===== src/rtl/plock_pkg.sv =====
// Shared types and helpers for the lock unit.
// Assumes a 32-bit word with fixed field positions that every requester decodes.
package plock_pkg;

    localparam int WORD_W = 32;
    localparam logic [WORD_W-1:0] UNIT_RD = 32'h0000_0001;
    localparam logic [WORD_W-1:0] UNIT_SK = 32'h0000_4000;
    localparam logic [WORD_W-1:0] UNIT_WR = 32'h0001_0000;

    typedef enum logic [3:0] {
        OP_TAKE_R  = 4'd0,
        OP_DROP_R  = 4'd1,
        OP_TAKE_S  = 4'd2,
        OP_DROP_S  = 4'd3,
        OP_TAKE_W  = 4'd4,
        OP_DROP_W  = 4'd5,
        OP_TAKE_A  = 4'd6,
        OP_DROP_A  = 4'd7,
        OP_UP_SW   = 4'd8,
        OP_DN_WS   = 4'd9,
        OP_DN_SR   = 4'd10,
        OP_DN_WR   = 4'd11
    } op_t;

    function automatic logic [13:0] rd_cnt(input logic [WORD_W-1:0] w);
        return w[13:0];
    endfunction

    function automatic logic [1:0] sk_cnt(input logic [WORD_W-1:0] w);
        return w[15:14];
    endfunction

    function automatic logic [13:0] wr_cnt(input logic [WORD_W-1:0] w);
        return w[29:16];
    endfunction

    // Constant added to the word by one operation.
    function automatic logic [WORD_W-1:0] op_delta(input op_t op);
        case (op)
            OP_TAKE_R: return UNIT_RD;
            OP_DROP_R: return 32'(0) - UNIT_RD;
            OP_TAKE_S: return UNIT_SK + UNIT_RD;
            OP_DROP_S: return 32'(0) - (UNIT_SK + UNIT_RD);
            OP_TAKE_W: return UNIT_WR + UNIT_SK + UNIT_RD;
            OP_DROP_W: return 32'(0) - (UNIT_WR + UNIT_SK + UNIT_RD);
            OP_TAKE_A: return UNIT_WR;
            OP_DROP_A: return 32'(0) - UNIT_WR;
            OP_UP_SW:  return UNIT_WR;
            OP_DN_WS:  return 32'(0) - UNIT_WR;
            OP_DN_SR:  return 32'(0) - UNIT_SK;
            OP_DN_WR:  return 32'(0) - (UNIT_WR + UNIT_SK);
            default:   return '0;
        endcase
    endfunction

    // Takes that must inspect the returned value and may roll back.
    function automatic logic op_checked(input op_t op);
        return (op == OP_TAKE_R) || (op == OP_TAKE_S) ||
               (op == OP_TAKE_W) || (op == OP_TAKE_A);
    endfunction

    // Transitions that wait for other readers to leave after posting.
    function automatic logic op_waits(input op_t op);
        return (op == OP_TAKE_W) || (op == OP_TAKE_A) || (op == OP_UP_SW);
    endfunction

    // True when word w (without this requester's add) forbids the take.
    function automatic logic op_conflict(input op_t op, input logic [WORD_W-1:0] w);
        case (op)
            OP_TAKE_R: return wr_cnt(w) != '0;
            OP_TAKE_S,
            OP_TAKE_W: return (sk_cnt(w) != '0) || (wr_cnt(w) != '0);
            OP_TAKE_A: return sk_cnt(w) != '0;
            default:   return 1'b0;
        endcase
    endfunction

    // True once only this requester's own reader unit (or none) remains.
    function automatic logic readers_clear(input op_t op, input logic [WORD_W-1:0] w);
        if (op == OP_TAKE_A)
            return rd_cnt(w) == '0;
        return rd_cnt(w) == 14'd1;
    endfunction

endpackage


===== src/rtl/plock_rr_arb.sv =====
// Round-robin arbiter for the fetch-and-add port.
// Grants at most one requester per cycle; search starts after the last winner.
module plock_rr_arb #(
    parameter int NREQ = 3
) (
    input  logic            clk,
    input  logic            rst_n,
    input  logic [NREQ-1:0] req,
    output logic [NREQ-1:0] gnt
);
    localparam int PW = (NREQ > 1) ? $clog2(NREQ) : 1;

    logic [PW-1:0] ptr;
    int            win;

    // Pick the first requester at or after the rotating pointer.
    always_comb begin
        int idx;
        gnt = '0;
        win = 0;
        for (int k = 0; k < NREQ; k++) begin
            idx = int'(ptr) + k;
            if (idx >= NREQ)
                idx = idx - NREQ;
            if (gnt == '0 && req[idx]) begin
                gnt[idx] = 1'b1;
                win      = idx;
            end
        end
    end

    // Advance the pointer past the winner.
    always_ff @(posedge clk) begin
        if (!rst_n)
            ptr <= '0;
        else if (gnt != '0)
            ptr <= (win + 1 >= NREQ) ? '0 : PW'(win + 1);
    end

    assert_one_grant_R9: assert property (@(posedge clk) disable iff (!rst_n)
        $onehot0(gnt));
    assert_grant_requested_R9: assert property (@(posedge clk) disable iff (!rst_n)
        (gnt & ~req) == '0);

endmodule


===== src/rtl/plock_word.sv =====
// Lock word register with a single-cycle fetch-and-add.
// Assumes gnt is one-hot or zero; the old value is the register itself.
module plock_word #(
    parameter int NREQ = 3
) (
    input  logic                   clk,
    input  logic                   rst_n,
    input  logic [NREQ-1:0]        gnt,
    input  logic [NREQ-1:0][31:0]  delta,
    output logic [31:0]            word
);
    import plock_pkg::*;

    logic [31:0] sel_delta;

    // Select the granted requester's constant.
    always_comb begin
        sel_delta = '0;
        for (int i = 0; i < NREQ; i++)
            if (gnt[i])
                sel_delta = sel_delta | delta[i];
    end

    // Apply the add at the clock edge.
    always_ff @(posedge clk) begin
        if (!rst_n)
            word <= '0;
        else if (gnt != '0)
            word <= word + sel_delta;
    end

    assert_reader_bound_R2: assert property (@(posedge clk) disable iff (!rst_n)
        int'(rd_cnt(word)) <= NREQ);
    assert_app_bits_R12: assert property (@(posedge clk) disable iff (!rst_n)
        $stable(word[31:30]));

endmodule


===== src/rtl/plock_requester.sv =====
// Per-requester lock state machine: check, post, verify, roll back, back off,
// and wait for readers. Assumes start only while idle.
module plock_requester #(
    parameter int BO_MAX = 1024
) (
    input  logic            clk,
    input  logic            rst_n,
    input  logic            start,
    input  plock_pkg::op_t  op,
    input  logic [31:0]     word,
    input  logic            gnt,
    output logic            req,
    output logic [31:0]     delta,
    output logic            busy,
    output logic            done
);
    import plock_pkg::*;

    localparam int CW = $clog2(BO_MAX + 1);

    typedef enum logic [2:0] {
        ST_IDLE, ST_PEEK, ST_ADD, ST_CHECK, ST_UNDO, ST_BACK, ST_WAITR
    } st_t;

    st_t           state;
    op_t           op_q;
    logic [31:0]   old_q;
    logic [CW-1:0] bo_len;
    logic [CW-1:0] bo_cnt;

    // Port request and the constant to add (negated while undoing).
    always_comb begin
        req   = (state == ST_ADD) || (state == ST_UNDO);
        delta = (state == ST_UNDO) ? 32'(0) - op_delta(op_q) : op_delta(op_q);
        busy  = (state != ST_IDLE);
    end

    // Completion pulse in whichever state finishes the operation.
    always_comb begin
        done = 1'b0;
        case (state)
            ST_ADD:   done = gnt && !op_checked(op_q) && !op_waits(op_q);
            ST_CHECK: done = !op_conflict(op_q, old_q) && !op_waits(op_q);
            ST_WAITR: done = readers_clear(op_q, word);
            default:  done = 1'b0;
        endcase
    end

    // Operation sequencing and backoff bookkeeping.
    always_ff @(posedge clk) begin
        if (!rst_n) begin
            state  <= ST_IDLE;
            op_q   <= OP_TAKE_R;
            old_q  <= '0;
            bo_len <= CW'(1);
            bo_cnt <= '0;
        end else begin
            case (state)
                ST_IDLE: if (start) begin
                    op_q  <= op;
                    state <= op_checked(op) ? ST_PEEK : ST_ADD;
                end
                ST_PEEK: if (!op_conflict(op_q, word))
                    state <= ST_ADD;
                ST_ADD: if (gnt) begin
                    old_q <= word;
                    if (op_checked(op_q))
                        state <= ST_CHECK;
                    else if (op_waits(op_q))
                        state <= ST_WAITR;
                    else begin
                        state  <= ST_IDLE;
                        bo_len <= CW'(1);
                    end
                end
                ST_CHECK: begin
                    if (op_conflict(op_q, old_q))
                        state <= ST_UNDO;
                    else if (op_waits(op_q))
                        state <= ST_WAITR;
                    else begin
                        state  <= ST_IDLE;
                        bo_len <= CW'(1);
                    end
                end
                ST_UNDO: if (gnt) begin
                    bo_cnt <= bo_len;
                    bo_len <= (bo_len >= CW'(BO_MAX / 2)) ? CW'(BO_MAX) : (bo_len << 1);
                    state  <= ST_BACK;
                end
                ST_BACK: begin
                    if (bo_cnt <= CW'(1))
                        state <= ST_PEEK;
                    else
                        bo_cnt <= bo_cnt - CW'(1);
                end
                ST_WAITR: if (readers_clear(op_q, word)) begin
                    state  <= ST_IDLE;
                    bo_len <= CW'(1);
                end
                default: state <= ST_IDLE;
            endcase
        end
    end

    assert_backoff_bound_R10: assert property (@(posedge clk) disable iff (!rst_n)
        (state == ST_BACK) |-> (bo_cnt != '0 && bo_cnt <= CW'(BO_MAX)));
    assert_write_posted_R6: assert property (@(posedge clk) disable iff (!rst_n)
        (state == ST_CHECK && op_q == OP_TAKE_W) |-> (wr_cnt(word) != '0));
    assert_wait_holds_w_R7: assert property (@(posedge clk) disable iff (!rst_n)
        (state == ST_WAITR) |-> (wr_cnt(word) != '0));
    assert_done_ends_R2: assert property (@(posedge clk) disable iff (!rst_n)
        done |=> !busy);

endmodule


===== src/rtl/plock_unit.sv =====
// Top of the lock unit: NREQ requesters share one lock word through a
// round-robin fetch-and-add port. Assumes clients obey lock discipline.
module plock_unit #(
    parameter int NREQ   = 3,
    parameter int BO_MAX = 1024
) (
    input  logic              clk,
    input  logic              rst_n,
    input  logic [NREQ-1:0]   cmd_start,
    input  logic [4*NREQ-1:0] cmd_op,
    output logic [NREQ-1:0]   cmd_busy,
    output logic [NREQ-1:0]   cmd_done,
    output logic [31:0]       lock_word
);
    import plock_pkg::*;

    logic [NREQ-1:0]       port_req;
    logic [NREQ-1:0]       port_gnt;
    logic [NREQ-1:0][31:0] port_delta;

    plock_rr_arb #(.NREQ(NREQ)) arb_i (
        .clk   (clk),
        .rst_n (rst_n),
        .req   (port_req),
        .gnt   (port_gnt)
    );

    plock_word #(.NREQ(NREQ)) word_i (
        .clk   (clk),
        .rst_n (rst_n),
        .gnt   (port_gnt),
        .delta (port_delta),
        .word  (lock_word)
    );

    for (genvar g = 0; g < NREQ; g++) begin : g_req
        plock_requester #(.BO_MAX(BO_MAX)) req_i (
            .clk   (clk),
            .rst_n (rst_n),
            .start (cmd_start[g]),
            .op    (op_t'(cmd_op[4*g +: 4])),
            .word  (lock_word),
            .gnt   (port_gnt[g]),
            .req   (port_req[g]),
            .delta (port_delta[g]),
            .busy  (cmd_busy[g]),
            .done  (cmd_done[g])
        );
    end

endmodule


===== config.mk =====
export PLATFORM = sky130hd
export DESIGN_NAME = plock_unit
export DESIGN_NICKNAME = d
export VERILOG_FILES = /design/src/rtl/plock_pkg.sv /design/src/rtl/plock_rr_arb.sv /design/src/rtl/plock_word.sv /design/src/rtl/plock_requester.sv /design/src/rtl/plock_unit.sv
export SDC_FILE = /design/constraint.sdc
export NUM_CORES = 1
export LEC_CHECK = 0
export BUFFER_PORTS_ARGS = -buffer_cell sky130_fd_sc_hd__buf_2
export CAP_MARGIN = 20
export CELL_PAD_IN_SITES_DETAIL_PLACEMENT = 1
export CELL_PAD_IN_SITES_GLOBAL_PLACEMENT = 2
export CORE_UTILIZATION = 40
export DETAILED_ROUTE_END_ITERATION = 10
export GPL_ROUTABILITY_DRIVEN = 0
export PLACE_DENSITY = 0.93
export SKIP_CTS_REPAIR_TIMING = 1
export SYNTH_ARGS = -nofsm -noshare
export SYNTH_HDL_FRONTEND = slang
export SYNTH_SLANG_ARGS = --single-unit

===== constraint.sdc =====
create_clock -name clk -period 12.3 [get_ports clk]
set_input_delay 0.615 -clock clk [delete_from_list [all_inputs] [get_ports clk]]
set_output_delay 0.615 -clock clk [all_outputs]
set_load 0.05 [all_outputs]

Word level (Yosys, flattened, before mapping)
Memory sizes are Yosys's and may differ from the RTL's. A register that Yosys moved wholly into a read port is not among the register bits.
Index checks and enable logic that the tools add are counted.
- $add $sub $neg: 13
- magnitude comparators: 16
- eq/ne operators: 67
- mux-type cells: 154
- bitwise logic cells: 4
- reductions and logical operators: 102
- operator list (kind ; count):
    $mux 32 ; 12
    $mux 11 ; 27
    $pmux 11 s4 ; 3
    $ge 32x1->1 const B ; 3
    $ge 32x3->1 const B ; 3
    $lt 32x4->1 const B ; 3
    $sub 1x32->32 const A ; 3
    $mux 3 ; 30
    $pmux 11 s2 ; 3
    $or 32x32->32 ; 2
    $sub 32x3->32 const B ; 2
    $pmux 3 s7 ; 3
    $reduce_bool 14->1 ; 4
    $eq 4x3->1 const B ; 12
    $mux 4 ; 12
    $mux 1 ; 45
    $ne 2x2->1 const B ; 21
    $reduce_and 6->1 ; 6
    $ge 11x10->1 const B ; 3
    $le 11x1->1 const B ; 3
    $sub 11x1->11 const B ; 3
    $add 32x2->32 const B ; 1
    $add 32x32->32 ; 1
    $logic_or 1x1->1 ; 31
    27 further kinds ; 120
- register bits: 211
- bits in read-only memories: 3072
- input bits: 17
- output and inout port bits: 38
- word-level logic and storage cells: 379
- memories: 6
- memory list (name ; words ; bits a word ; read ports ; clocked after memory_dff ; wr ports ; line ; source):
    (no name shown) ; 16 ; 32 ; 1 ; 1 ; 0 ; plock_pkg.sv:39 ; case (op)
    (no name shown) ; 16 ; 32 ; 1 ; 1 ; 0 ; plock_pkg.sv:39 ;
    (no name shown) ; 16 ; 32 ; 1 ; 1 ; 0 ; plock_pkg.sv:39 ;
    (no name shown) ; 16 ; 32 ; 1 ; 1 ; 0 ; plock_pkg.sv:39 ;
    (no name shown) ; 16 ; 32 ; 1 ; 1 ; 0 ; plock_pkg.sv:39 ;
    (no name shown) ; 16 ; 32 ; 1 ; 1 ; 0 ; plock_pkg.sv:39 ;

Logic depth before layout (Yosys ltp)
- depth in word-level cells: 19
- gate-level depth with buffers: 23
- mapped depth without buffers: 22

By module
A second synthesis with hierarchy kept.
- cells, all modules: 1711
- area, all modules: 13269.0 um^2
- by module, submodules not included (module ; instances ; cells each ; area an instance (um^2) ; sequential area each (um^2)):
    plock_word ; 1 ; 432 ; 3271.9 ; 640.6
    plock_requester (g_req[0].req_i) ; 1 ; 390 ; 3119.2 ; 1021.0
    plock_requester (g_req[1].req_i) ; 1 ; 393 ; 3111.7 ; 1021.0
    plock_requester (g_req[2].req_i) ; 1 ; 405 ; 3037.9 ; 1021.0
    plock_rr_arb ; 1 ; 91 ; 728.2 ; 40.0

Worst setup path after synthesis
No wires, ideal clock.
- path type: flip-flop to flip-flop
- start point: register arb_i.ptr[0]
- end point: register word_i.word[27]
- setup time: 132 ps
- arrival time: 5316 ps
- data required time: 12168 ps
- path slack: 6852 ps
- cell stages (with the launch flop): 22
- buffers on the path: 1
- period minus slack after synthesis: 5448 ps
- path through: dfxtp_1 inv_1 ha_1 or4b_1 a211oi_1 o21ai_1 o21ai_1 o22ai_1 buf_2 and2_1 a32oi_1 nand3_1 ha_1 a21o_1 o21bai_1 o311ai_0 a21oi_1 or3_1 and4_1 or4_1 nand3_1 a21oi_1
- longest elaborated chain between the ends: 19
- elaborated cells on any way between the ends: 51
- classes of those cells: add/sub: 6; order compare: 9; mux: 24; bitwise: 4; reduce/logical: 8
- RTL lines (element ; line ; source):
    start: declaration ; plock_rr_arb.sv:13 ; logic [PW-1:0] ptr;
    start signal: assignment ; plock_rr_arb.sv:37 ; ptr <= (win + 1 >= NREQ) ? '0 : PW'(win + 1);
    branches (longest 12 deep; another with $sub 32x3->32) ; -- ;
    $mux 3 * ; plock_rr_arb.sv:25 ; if (gnt == '0 && req[idx]) begin
    $mux 32 ; plock_word.sv:20 ; if (gnt[i])
    $or 32x32->32 ; plock_word.sv:21 ; sel_delta = sel_delta | delta[i];
    $mux 32 ; plock_word.sv:20 ;
    $or 32x32->32 ; plock_word.sv:21 ;
    $mux 32 ; plock_word.sv:20 ;
    $add 32x32->32 ; plock_word.sv:29 ; word <= word + sel_delta;
    end signal: assignment ; plock_word.sv:29 ;
    end: declaration ; plock_word.sv:10 ; output logic [31:0] word
Every way passes the cells marked *. The select of a mux whose other input is x is not followed.
A chain may end at the register's enable or synchronous reset.

Final worst setup path
- start point: register arb_i.ptr[1]
- end point: register word_i.word[31]
Same word-level chain as after synthesis.

==> flow_results.xml <==
<?xml version="1.0" encoding="UTF-8"?>
<metrics>
  <group name="critical_path">
    <metric name="setup.worst_path.start" unit="">arb_i.ptr[1]$_SDFFE_PN0P_</metric>
    <metric name="timing.critical_path.from_type" unit="">flip-flop</metric>
    <metric name="setup.worst_path.end_class" unit="">flip-flop</metric>
    <metric name="rr_endpoint" unit="">word_i.word[31]$_SDFFE_PN0P_</metric>
    <metric name="critical_path_class" unit="">reg -&gt; reg</metric>
    <metric name="cp_max_fo" unit="">17</metric>
    <metric name="reg2reg_depth" unit="">21</metric>
    <metric name="worst_path_largest_cell_delay" unit="ns">0.58</metric>
    <metric name="crit_path_cell_count" unit="">21</metric>
    <metric name="r2r_slack" unit="ns">5.84</metric>
    <metric name="cp_max_delay_cell" unit="">sky130_fd_sc_hd__o311ai_0</metric>
    <metric name="crit_family" unit="">compound AO/OA/AOI/OAI gates</metric>
    <metric name="worst-endpoint-required" unit="ns">12.70</metric>
    <metric name="critical_path_buf_inv_count" unit="">2</metric>
    <metric name="crit_path_end" unit="">word_i.word[31]$_SDFFE_PN0P_</metric>
    <metric name="crit_chain" unit="">inv_1 &gt; ha_1 &gt; or4b_1 &gt; a211oi_1 &gt; o21ai_1 &gt; o21ai_1 &gt; o22ai_1 &gt; buf_4 &gt; and2_1 &gt; a32oi_1 &gt; nand3_1 &gt; ha_1 &gt; a21o_1 &gt; o21bai_1 &gt; o311ai_0 &gt; a21oi_1 &gt; or3_1 &gt; a211oi_1 &gt; nor2_1 &gt; o41a_1 &gt; nand4_1</metric>
    <metric name="r2r_start" unit="">arb_i.ptr[1]$_SDFFE_PN0P_</metric>
    <metric name="critPathArrivalTime" unit="ns">6.86</metric>
  </group>
  <group name="floorplanning">
    <metric name="dieArea" unit="um2">29900</metric>
    <metric name="core" unit="um2">28700</metric>
    <metric name="die_y" unit="um">173</metric>
    <metric name="fp-row-count" unit="">62</metric>
    <metric name="start_util" unit="%">40.6</metric>
    <metric name="io_pins" unit="">55</metric>
    <metric name="die_width" unit="um">173</metric>
  </group>
  <group name="synthesis">
    <metric name="synth_unique_cells" unit="">76</metric>
    <metric name="syn_avg_cell_area" unit="um2">7.65</metric>
    <metric name="async_reset_ff_share" unit="%">0</metric>
    <metric name="synth_warnings" unit="">0</metric>
    <metric name="post_synth_inst_count" unit="">1524</metric>
    <metric name="synth-seq-cells" unit="">187</metric>
    <metric name="synth.net_count" unit="">1605</metric>
    <metric name="ys.flop_type" unit="">sky130_fd_sc_hd__dfxtp_1</metric>
    <metric name="ys_seq_area_share" unit="%">32.1</metric>
    <metric name="synth_edf_count" unit="">0</metric>
    <metric name="synth_area" unit="um2">11700</metric>
  </group>
  <group name="global_routing">
    <metric name="first_pass_grt_wire_length" unit="um">58000</metric>
    <metric name="globalRouteOverflowTotal" unit="">0</metric>
    <metric name="grt_pass1_vias" unit="">11242</metric>
    <metric name="grt_max_degree" unit="">63</metric>
    <metric name="antenna_found_initial" unit="">0</metric>
    <metric name="global_route_usage_sum" unit="%">23.6</metric>
  </group>
  <group name="clock_tree">
    <metric name="numClockSinks" unit="">187</metric>
    <metric name="clk_root_buffer_cell" unit="">sky130_fd_sc_hd__clkbuf_16</metric>
    <metric name="numCtsBuffers" unit="">17</metric>
    <metric name="h-tree-depth" unit="">4</metric>
    <metric name="clkLatencyLatePin" unit="ns">0.46</metric>
    <metric name="tritoncts_clock_tree" unit="">yes</metric>
    <metric name="clk_transition_reported_paths" unit="ns">0.08</metric>
    <metric name="cts-root-to-sink-buffers" unit="">2</metric>
  </group>
  <group name="route">
    <metric name="drt_first_iter_violations" unit="">516</metric>
    <metric name="ant_nets" unit="">0</metric>
    <metric name="detail_route.wl_per_cell" unit="um">18.1</metric>
    <metric name="drc" unit="">0</metric>
    <metric name="ratio_of_routed_vias_to_standard_cells" unit="">5.78</metric>
    <metric name="finalWirelength" unit="um">34800</metric>
    <metric name="drt-pass1-iter-count" unit="">6</metric>
    <metric name="detailroute.via_count" unit="">11091</metric>
  </group>
  <group name="sta">
    <metric name="number_of_pins_exceeding_their_max_slew_limit_in_the_final_report" unit="">0</metric>
    <metric name="max_slew.worst_pin.slew" unit="ns">1.02</metric>
    <metric name="unrepaired_setup_endpoints_after_global_routing" unit="">false</metric>
    <metric name="timing.setup.tns" unit="ns">0</metric>
    <metric name="final_min_period_over_clock_period" unit="%">52.5</metric>
    <metric name="fmaxAchievable" unit="MHz">155</metric>
    <metric name="final_count_of_negative_setup_slack_endpoints" unit="">0</metric>
    <metric name="timing.clock.skew" unit="ns">0.0146</metric>
    <metric name="maxSlewHeadroom" unit="%">32.1</metric>
    <metric name="min_period" unit="ns">6.46</metric>
    <metric name="hold_violation_count_in_the_final_report" unit="">0</metric>
    <metric name="postLayoutSetupSlackWorst" unit="ns">5.84</metric>
  </group>
  <group name="finish">
    <metric name="syn_to_final_growth" unit="%">10.1</metric>
    <metric name="drive_above_1_share" unit="%">8.20</metric>
    <metric name="filler_cell_count" unit="">3545</metric>
    <metric name="multi_input_area" unit="um2">7330</metric>
    <metric name="design_area" unit="um2">12800</metric>
    <metric name="ant_cells" unit="">0</metric>
    <metric name="area.sequential" unit="um2">3740</metric>
    <metric name="final_nets" unit="">1604</metric>
  </group>
  <group name="placed_design">
    <metric name="hpwlAfterDp" unit="um">25000</metric>
    <metric name="place.port_buffers" unit="">54</metric>
    <metric name="pre_cts_ws" unit="ns">5.89</metric>
    <metric name="placement_cell_area" unit="um2">12200</metric>
  </group>
  <group name="power">
    <metric name="comb_power_share" unit="%">47.4</metric>
    <metric name="power.switching" unit="uW">1320</metric>
    <metric name="seqPwrFrac" unit="%">29.9</metric>
    <metric name="vdd_drop_max" unit="mV">0.165</metric>
    <metric name="pwr-share-clk" unit="%">22.7</metric>
    <metric name="power_density" unit="nW/um2">218</metric>
    <metric name="switching_share" unit="%">47.4</metric>
    <metric name="intPower" unit="uW">1470</metric>
    <metric name="p_leak" unit="uW">0.00525</metric>
  </group>
  <group name="hold_path">
    <metric name="min_delay_worst_type" unit="">in -&gt; reg</metric>
  </group>
  <group name="job">
    <metric name="drv_cap" unit="">0</metric>
  </group>
  <group name="run_status">
    <metric name="outcome" unit="">complete, no violations</metric>
  </group>
</metrics>
-- cell usage after synthesis, types with 14 or more instances --
cell type	count	area share (%)
sky130_fd_sc_hd__nand3_1	54	2.3
sky130_fd_sc_hd__nand2_1	158	5.1
sky130_fd_sc_hd__nor4_1	28	1.5
sky130_fd_sc_hd__nand2b_1	28	1.5
sky130_fd_sc_hd__dfxtp_1	187	32
sky130_fd_sc_hd__mux2i_1	68	5.8
sky130_fd_sc_hd__xor2_1	16	1.2
sky130_fd_sc_hd__o21ai_0	99	4.2
sky130_fd_sc_hd__or3_1	15	0.80
sky130_fd_sc_hd__a211oi_1	14	0.90
sky130_fd_sc_hd__ha_1	63	6.8
sky130_fd_sc_hd__inv_1	62	2.0
sky130_fd_sc_hd__a21o_1	19	1.2
sky130_fd_sc_hd__xnor2_1	21	1.6
sky130_fd_sc_hd__clkbuf_1	63	2.0
sky130_fd_sc_hd__a21oi_1	135	5.8
sky130_fd_sc_hd__nor3_1	37	1.6
sky130_fd_sc_hd__nor2_1	198	6.4
-- state kept, by name, indices dropped and copies added, names as in the netlist, named ones only --
name and cells:
arb_i.ptr 2, g_req.req_i.bo_cnt 33, g_req.req_i.bo_len 33, g_req.req_i.delta 3, g_req.req_i.old_q 48, g_req.req_i.op_q 12, g_req.req_i.state 9, word_i.word 32
-- final cells by class --
cell class,count,share of cell area (%)
Timing Repair Buffer,67,2.86
Multi-Input combinational cell,1188,57.1
Tap cell,384,3.74
Clock inverter,13,1.80
Clock buffer,19,3.53
Inverter,62,1.83
Sequential cell,187,29.1
-- placed cells by master, fill, tap and decap left out, types with 7 or more instances in the layout --
master / instances
sky130_fd_sc_hd__or3_1: 15
sky130_fd_sc_hd__or2_2: 12
sky130_fd_sc_hd__xor2_1: 16
sky130_fd_sc_hd__dfxtp_1: 187
sky130_fd_sc_hd__a211o_1: 7
sky130_fd_sc_hd__xnor2_1: 21
sky130_fd_sc_hd__inv_1: 61
sky130_fd_sc_hd__a21oi_1: 134
sky130_fd_sc_hd__nor2b_1: 11
sky130_fd_sc_hd__buf_2: 54
sky130_fd_sc_hd__clkbuf_16: 17
sky130_fd_sc_hd__mux2i_1: 68
sky130_fd_sc_hd__o21ai_0: 99
sky130_fd_sc_hd__o31ai_1: 9
sky130_fd_sc_hd__nand3_1: 54
sky130_fd_sc_hd__buf_4: 13
sky130_fd_sc_hd__ha_1: 63
sky130_fd_sc_hd__o2111ai_1: 7
sky130_fd_sc_hd__a211oi_1: 14
sky130_fd_sc_hd__nand2b_1: 28
sky130_fd_sc_hd__nor3_1: 37
sky130_fd_sc_hd__and2_1: 12
sky130_fd_sc_hd__o211ai_1: 11
sky130_fd_sc_hd__a21o_1: 19
sky130_fd_sc_hd__o21a_1: 12
sky130_fd_sc_hd__nand2_1: 158
sky130_fd_sc_hd__nor2_1: 198
sky130_fd_sc_hd__a31oi_1: 9
sky130_fd_sc_hd__nor4_1: 27
sky130_fd_sc_hd__or4_1: 9
sky130_fd_sc_hd__nand4_1: 9
-- cells by family (layout without fill, tap and decap cells) --
logic type               count (synthesis)  after routing  synth area share (%)
buffers and inverters                  149            161                  5.19
AO/OA/AOI/OAI                          425            425                  23.4
flip-flops                             187            187                  32.1
adder cells (fa/ha/maj)                 64             64                  6.93
multiplexers                            69             69                  5.93
XOR/XNOR                                37             37                  2.78
AND/OR/NAND/NOR                        593            593                  23.6
-- per-layer routing --
| metal | up-vias | global-route usage (%) | wire, um |
|---|---|---|---|
| li1 | 5456 | - | - |
| met1 | 5469 | 29.6 | 16200 |
| met2 | 128 | 41.2 | 17100 |
| met3 | 38 | 3.85 | 900 |
| met4 | 0 | 7.19 | 678 |
| met5 | - | 0 | 0 |
-- worst min-delay path by stage --
stage / end / start / cells past startpoint / slack (ns)
after floorplan: g_req[0].req_i.bo_len[2]$_SDFFE_PN0P_ / g_req[0].req_i.bo_len[1]$_SDFFE_PN0P_ / 2 / 0.44
after global placement: g_req[2].req_i.bo_len[1]$_SDFFE_PN0P_ / g_req[2].req_i.bo_len[0]$_SDFFE_PN1P_ / 2 / 0.46
after detailed placement: g_req[2].req_i.bo_len[1]$_SDFFE_PN0P_ / g_req[2].req_i.bo_len[0]$_SDFFE_PN1P_ / 2 / 0.47
after CTS: g_req[2].req_i.op_q[1]$_SDFFE_PN0P_ / cmd_op[9] / 3 / 0.42
after global routing: g_req[2].req_i.op_q[1]$_SDFFE_PN0P_ / cmd_op[9] / 3 / 0.44
final: g_req[2].req_i.op_q[1]$_SDFFE_PN0P_ / cmd_op[9] / 3 / 0.44
-- worst reg2reg max path, delay by kind of cell, from the launching register on --
family / cells / cell delay [ns]
compound gates: 11 / 2.74
flops: 1 / 0.44
buf+inv: 2 / 0.33
fa+ha+maj: 2 / 0.99
simple gates: 6 / 1.90
-- power by group through the flow --
| stage | clock network, uW | logic [uW] | registers, uW |
|---|---|---|---|
| 2_1_floorplan | 0 | 914 | 887 |
| 3_3_place_gp | 0 | 1290 | 842 |
| 3_5_place_dp | 0 | 1320 | 848 |
| 4_1_cts | 651 | 1320 | 835 |
| 5_1_grt | 673 | 1450 | 850 |
| 6_report | 634 | 1330 | 836 |
-- through the flow --
stage	utilization [%]	std cells	power [uW]	hold WS (ns)
after detailed placement	42.4	1888	2160	0.472
after CTS	44.7	1920	2810	0.425
after global placement	42.4	1888	2130	0.457
after global routing	44.7	1920	2970	0.443
final	44.7	1920	2800	0.440
after floorplan	-	1524	1800	0.442
No activity file was read; power rests on OpenSTA's default activity.
